==> src/rtl/tch_pkg.sv <==
package tch_pkg;

  typedef enum logic [2:0] {
    ST_IDLE   = 3'd0,
    ST_START  = 3'd1,
    ST_WAIT   = 3'd2,
    ST_DECIDE = 3'd3,
    ST_DONE   = 3'd4
  } hdr_state_e;

  // strobes from control to datapath
  typedef struct packed {
    logic loadCall;    // capture caller argument into parameter register
    logic latchBody;   // capture body result and recursion flag
    logic loadFeed;    // feed captured result back as next parameter
    logic loadResult;  // publish captured result to caller
  } hdr_strobe_t;

endpackage

==> src/rtl/tch_ctrl.sv <==
module tch_ctrl
  import tch_pkg::*;
(
  input  logic        clk,
  input  logic        rst,
  input  logic        callTrig,
  input  logic        bodyReady,
  input  logic        recFlag,
  output hdr_strobe_t strb,
  output logic        bodyStart,
  output logic        callReady
);

  hdr_state_e state, stateNext;

  always_ff @(posedge clk) begin
    if (rst) state <= ST_IDLE;
    else     state <= stateNext;
  end

  always_comb begin
    stateNext = state;
    strb      = '0;
    unique case (state)
      ST_IDLE: begin
        if (callTrig) begin
          strb.loadCall = 1'b1;
          stateNext     = ST_START;
        end
      end
      ST_START: stateNext = ST_WAIT;
      ST_WAIT: begin
        if (bodyReady) begin
          strb.latchBody = 1'b1;
          stateNext      = ST_DECIDE;
        end
      end
      ST_DECIDE: begin
        if (recFlag) begin
          strb.loadFeed = 1'b1;
          stateNext     = ST_START;
        end else begin
          strb.loadResult = 1'b1;
          stateNext       = ST_DONE;
        end
      end
      ST_DONE: begin
        if (!callTrig) stateNext = ST_IDLE;
      end
      default: stateNext = ST_IDLE;
    endcase
  end

  assign bodyStart = (state == ST_START);
  assign callReady = (state == ST_DONE);

  // start is a single-cycle pulse
  a_r3_start_single: assert property (@(posedge clk) disable iff (rst)
    bodyStart |=> !bodyStart);

  // non-recursive return raises caller ready next
  a_r4_return_ready: assert property (@(posedge clk) disable iff (rst)
    (state == ST_DECIDE && !recFlag) |=> callReady);

  // recursive return restarts the body, caller ready stays low
  a_r5_restart_body: assert property (@(posedge clk) disable iff (rst)
    (state == ST_DECIDE && recFlag) |=> (bodyStart && !callReady));

  // input assumption - body strobes only while awaited
  a_r6_ready_when_waiting: assert property (@(posedge clk) disable iff (rst)
    bodyReady |-> (state == ST_WAIT));

  // four-phase hold and release
  a_r7_ready_hold: assert property (@(posedge clk) disable iff (rst)
    (callReady && callTrig) |=> callReady);
  a_r7_ready_release: assert property (@(posedge clk) disable iff (rst)
    (callReady && !callTrig) |=> !callReady);

  // no start while the caller still holds a finished call
  a_r8_no_restart_done: assert property (@(posedge clk) disable iff (rst)
    callReady |=> !bodyStart);

endmodule

==> src/rtl/tch_dpath.sv <==
module tch_dpath
  import tch_pkg::*;
#(
  parameter int DATA_W = 8
) (
  input  logic              clk,
  input  logic              rst,
  input  hdr_strobe_t       strb,
  input  logic [DATA_W-1:0] callParam,
  input  logic [DATA_W-1:0] bodyResult,
  input  logic              bodyRecurse,
  output logic [DATA_W-1:0] bodyParam,
  output logic [DATA_W-1:0] callResult,
  output logic              recFlag
);

  logic [DATA_W-1:0] paramReg, retLatch, resultReg;
  logic              recLatch;

  always_ff @(posedge clk) begin
    if (rst) begin
      paramReg  <= '0;
      retLatch  <= '0;
      resultReg <= '0;
      recLatch  <= 1'b0;
    end else begin
      if (strb.loadCall)   paramReg  <= callParam;
      else if (strb.loadFeed) paramReg <= retLatch;
      if (strb.latchBody) begin
        retLatch <= bodyResult;
        recLatch <= bodyRecurse;
      end
      if (strb.loadResult) resultReg <= retLatch;
    end
  end

  assign bodyParam  = paramReg;
  assign callResult = resultReg;
  assign recFlag    = recLatch;

  // caller argument reaches the body one cycle after capture
  a_r2_arg_capture: assert property (@(posedge clk) disable iff (rst)
    strb.loadCall |=> (bodyParam == $past(callParam)));

  // fed-back parameter is the body result taken at the strobe
  a_r5_feed_value: assert property (@(posedge clk) disable iff (rst)
    strb.latchBody ##1 strb.loadFeed |=> (bodyParam == $past(bodyResult, 2)));

  // recursion decision uses the flag seen at the strobe
  a_r6_flag_latched: assert property (@(posedge clk) disable iff (rst)
    strb.latchBody |=> (recFlag == $past(bodyRecurse)));

  // parameter output frozen unless a load strobe fires
  a_r8_param_frozen: assert property (@(posedge clk) disable iff (rst)
    !(strb.loadCall || strb.loadFeed) |=> $stable(bodyParam));

endmodule

==> src/rtl/tail_call_header.sv <==
module tail_call_header
  import tch_pkg::*;
#(
  parameter int DATA_W = 8
) (
  input  logic              clk,
  input  logic              rst,
  input  logic              callTrig,
  input  logic [DATA_W-1:0] callParam,
  output logic              callReady,
  output logic [DATA_W-1:0] callResult,
  output logic [DATA_W-1:0] bodyParam,
  output logic              bodyStart,
  input  logic              bodyReady,
  input  logic [DATA_W-1:0] bodyResult,
  input  logic              bodyRecurse
);

  hdr_strobe_t strb;
  logic        recFlag;

  tch_ctrl u_ctrl (
    .clk       (clk),
    .rst       (rst),
    .callTrig  (callTrig),
    .bodyReady (bodyReady),
    .recFlag   (recFlag),
    .strb      (strb),
    .bodyStart (bodyStart),
    .callReady (callReady)
  );

  tch_dpath #(.DATA_W(DATA_W)) u_dpath (
    .clk         (clk),
    .rst         (rst),
    .strb        (strb),
    .callParam   (callParam),
    .bodyResult  (bodyResult),
    .bodyRecurse (bodyRecurse),
    .bodyParam   (bodyParam),
    .callResult  (callResult),
    .recFlag     (recFlag)
  );

endmodule

==> config.mk <==
export PLATFORM = sky130hd
export DESIGN_NAME = tail_call_header
export DESIGN_NICKNAME = d
export VERILOG_FILES = /design/src/rtl/tch_pkg.sv /design/src/rtl/tch_ctrl.sv /design/src/rtl/tch_dpath.sv /design/src/rtl/tail_call_header.sv
export SDC_FILE = /design/constraint.sdc
export NUM_CORES = 1
export LEC_CHECK = 0
export BUFFER_PORTS_ARGS = -buffer_cell sky130_fd_sc_hd__buf_2
export CORE_ASPECT_RATIO = 0.6
export CORE_UTILIZATION = 48
export DETAILED_ROUTE_END_ITERATION = 8
export GPL_TIMING_DRIVEN = 1
export MAX_ROUTING_LAYER = met4
export PLACE_DENSITY = 0.85
export RECOVER_POWER = 50
export SLEW_MARGIN = 20
export SYNTH_ARGS = -nofsm -noshare
export SYNTH_HDL_FRONTEND = slang
export SYNTH_SLANG_ARGS = --single-unit
==> constraint.sdc <==
create_clock -name clk -period 2.1 [get_ports clk]
set_clock_uncertainty 0.2 [all_clocks]
set_input_delay 0.42 -clock clk [delete_from_list [all_inputs] [get_ports clk]]
set_output_delay 0.42 -clock clk [all_outputs]
set_load 0.02 [all_outputs]
After elaboration in Yosys (flattened, before gate mapping)
Cells that the tools add are included.
W data, S select, Z words.

operators by class
  multiplexer cells = 14
  equality and inequality tests = 7
  reduce and logical (&&, ||, !) cells = 3

operators with widths
  operator              number
  $mux W8               2
  $pmux W3 S5           1
  $mux W3               4
  $eq A3 B2 Y1 const B  2
  $mux W1               6
  $ne A2 B2 Y1 const B  3
  $eq A3 B1 Y1 const B  1
  $eq A3 B3 Y1 const B  1
  $logic_not A3 Y1      1
  $reduce_and A3 Y1     1
  $mux W2               1
  $reduce_bool A2 Y1    1

storage, ports and cells
  bits in registers = 28
  input port bits = 21
  logic and storage cells = 29
  output and inout port bits = 18

Logic depth before layout (Yosys ltp)
  depth in word-level cells = 4
  mapped depth = 5
  mapped depth without buffers = 3

Modules after synthesis
A second synthesis with hierarchy kept.

unflattened totals
  cells, all modules = 110
  area, all modules = 1174.9 um2

by module, submodules not included
  module     cells each  times used  area an instance (um2)  seq. area each (um2)
  tch_dpath  90          1           965.9                   500.5
  tch_ctrl   20          1           209.0                   60.1

Least setup slack after synthesis
OpenSTA, ideal clock, no wires.

  path kind = reg-to-output
  start point = register u_ctrl.state[0]
  end point = output port bodyStart
  required time = 1480 ps
  cell stages (with the launch flop) = 3
  path slack = 431 ps
  arrival = 1049 ps
  path buffers = 1
  cells stage by stage = dfxtp_1 buf_2 nor3b_1

on the way
  cells in the longest elaborated chain, start to end = 1

RTL lines
  what                    RTL line                text
  from (decl)             tch_ctrl.sv:14          hdr_state_e state, stateNext;
  from (signal assigned)  tch_ctrl.sv:18          else state <= stateNext;
  $eq A3 B1 Y1            tch_ctrl.sv:54          assign bodyStart = (state == ST_START);
  to (decl)               tail_call_header.sv:13  output logic bodyStart,

No other way between the ends.

Worst setup path after layout
  start point = register u_ctrl.state[2]
  end point = output port callReady

on the way
  cells in the longest elaborated chain, start to end = 1

RTL lines
  what          RTL line                text
  $eq A3 B3 Y1  tch_ctrl.sv:55          assign callReady = (state == ST_DONE);
  to (decl)     tail_call_header.sv:10  output logic callReady,

No other way between the ends.

==> results_dict.tcl <==
set metrics [dict create \
    status "finished, final reports clean" \
    hold_viol 0 \
    fin_crit_ns 1.877 \
    synthDistinctLibCells 22 \
    cp_max_fo 11 \
    critPathBufInv 1 \
    grt_usage_pct 19.92 \
    synth_edf_count 0 \
    dp_hpwl_um 1774 \
    num_rows 13 \
    setup_tns_ns 0 \
    crit_arrival_ns 1.26 \
    clkPwrFrac_pct 36.0 \
    critPathRequiredTime_ns 1.48 \
    crit_path_max_incr_delay_ns 0.55 \
    start_util_pct 51.79 \
    finalCoreUtilization_pct 62.74 \
    regArea_um2 560.5 \
    min_path_type "input port to flip-flop" \
    maxSlewViolCount 0 \
    netSwitchingFraction_pct 23.65 \
    grt_setup_unrepaired "false" \
    grt_max_degree 22 \
    area_delta_synth_final_pct 21.12 \
    ctsHoldBuffers 0 \
    period_share_pct 89.37 \
    drt-initial-drc-count 54 \
    holdWs_ns 0.1723 \
    cp_cell_sequence "nor3b_1 > buf_2" \
    core_mm2 0.002196 \
    die_h_um 39.71 \
    h-tree-depth 1 \
    design.die.area_mm2 0.002574 \
    cts_tree "built" \
    relSlewSlack_pct 67.95 \
    async_reset_ff_share_pct 0 \
    highest_layer "met4" \
    pwr-share-comb_pct 12.6 \
    fin_nets 172 \
    fmax_mhz 532.8 \
    root_buffer "clkbuf_8" \
    grt_pass1_wl_um 3581 \
    num_antenna_cells 0 \
    first_global_vias 764 \
    cp-start-kind "flip-flop" \
    final_common_cell "dfxtp_1" \
    synth-seq-cells 28 \
    internal_power_mw 0.8791 \
    ios 39 \
    synth_nets 136 \
    clk_pin_slew_ns 0.09 \
    drive_gt1_share_pct 21.33 \
    met3_length_um 193 \
    synth.top_cells.by_area "dfxtp_1 (49%), a221o_1 (7.0%), mux2i_1 (7.0%)" \
    tightestPinTransition_ns 0.4808 \
    clock-sinks 28 \
    final_cell_mix "dfxtp_1 (28), buf_2 (22), nand2_1 (18), clkbuf_1 (16), a21oi_1 (11)" \
    wl_per_cell_um 13.09 \
    endpoint_kind "output port" \
    p_leak_nw 0.5578 \
    drv_cap 0 \
    path_delay_family "flip-flops" \
    firstDrtPassIters 4 \
    drc 0 \
    wl_met2_um 966 \
    multi_input_area_um2 523.0 \
    peakVddDrop_mv 0.5566 \
    ant_nets 0 \
    seq_area_frac_synth_pct 49.28 \
    cellPowerDensity_mw_per_mm2 835.8 \
    syn_area_per_cell_um2 9.890 \
    seq_power_share_pct 51.4 \
    ctsResizeCount 0 \
    setup_viol 0 \
    wirelength_um 2357 \
    switchingPower_mw 0.2723 \
    place.gp.congestion 0.8620 \
    grt_antenna_before_repair 0 \
    port-buffer-count 38 \
    synth_cells 115 \
    worstSetupPathType "flip-flop to output port" \
    grt_remaining_overflow 0 \
    vias 936 \
    post-cts-setup-buffers 0 \
    wl_met1_um 1166 \
    syn_area_mm2 0.001137 \
    cts.path.max_buffers 2 \
    yosys_most_used_dff "dfxtp_1" \
    numCtsBuffers 3 \
    yosysTopAreaCell "dfxtp_1" \
    cp_slowest_cell "dfxtp_1" \
    synth_top_area_share_pct 49.28 \
    vias_per_cell 5.200 \
    fillers 209 \
    fp.dieW_um 64.84 \
    insertion_delay_ns 0.27 \
    yosys_warnings 0 \
]
cell type report:
class,instances,share of cell area [%]
sequential,28,40.69
clock buffer,3,2.997
multi-input combinational,78,37.97
clock inverter,1,2.180
tap,30,2.725
timing repair buffer,40,13.44
routing by layer:
layer	vias to the layer above	GRT usage, %
met3	4	5.814
li1	478	-
met2	46	27.08
met4	0	6.667
met5	-	-
met1	408	27.68
power by group through the flow:
stage	Combinational [mW]	Sequential [mW]	Clock, mW
finish	0.145	0.592	0.414
global route	0.158	0.596	0.448
CTS	0.151	0.590	0.418
detailed placement	0.150	0.603	0
global placement	0.146	0.599	0
floorplan	0.102	0.602	0
Yosys cell counts (all sizes together), types with 2 or more instances:
library cell / instances
nor2: 10
and3: 9
nor3b: 3
nand2: 18
buf: 7
mux2i: 8
a21oi: 11
a221o: 8
nor3: 3
dfxtp: 28
clkbuf: 2
flip-flops by register name, indices dropped and copies added, names as in the netlist:
| register | count |
|---|---|
| u_dpath.callResult | 8 |
| u_dpath.recFlag | 1 |
| u_ctrl.state | 3 |
| u_dpath.retLatch | 8 |
| u_dpath.bodyParam | 8 |
stage by stage:
| stage | setup slack (ns) | std cells | total power, mW | instance area, µm² |
|---|---|---|---|---|
| after floorplan | 0.4312 | 115 | 0.7041 | 1137 |
| after global placement | 0.4184 | 176 | 0.7452 | 1326 |
| after detailed placement | 0.3364 | 176 | 0.7528 | 1326 |
| after CTS | 0.2255 | 180 | 1.159 | 1398 |
| after global routing | 0.09948 | 180 | 1.201 | 1378 |
| final | 0.2233 | 180 | 1.151 | 1378 |
path summary, 6_finish.rpt:
check                            from               endpoint  slack (ns)  depth (start not counted)
setup reg to reg      u_ctrl.state[1]  u_dpath.callResult[3]        0.33                          3
hold / removal           callParam[6]   u_dpath.bodyParam[6]        0.17                          2
hold reg to reg   u_dpath.retLatch[5]    u_dpath.retLatch[5]        0.28                          2
setup / recovery      u_ctrl.state[2]              callReady        0.22                          2
logic make-up (layout without fill, tap and decap cells):
kind of cell / count (synthesis) / after routing / share of synthesized area [%]
AOI/OAI and AO/OA: 19 / 19 / 11.88
DFF: 28 / 28 / 49.29
muxes: 9 / 9 / 8.031
buffers and inverters: 9 / 44 / 4.730
and+or+nand+nor: 49 / 49 / 25.30
xor gates and xnor gates: 1 / 1 / 0.7702
Power figures use the tool's default switching activity.
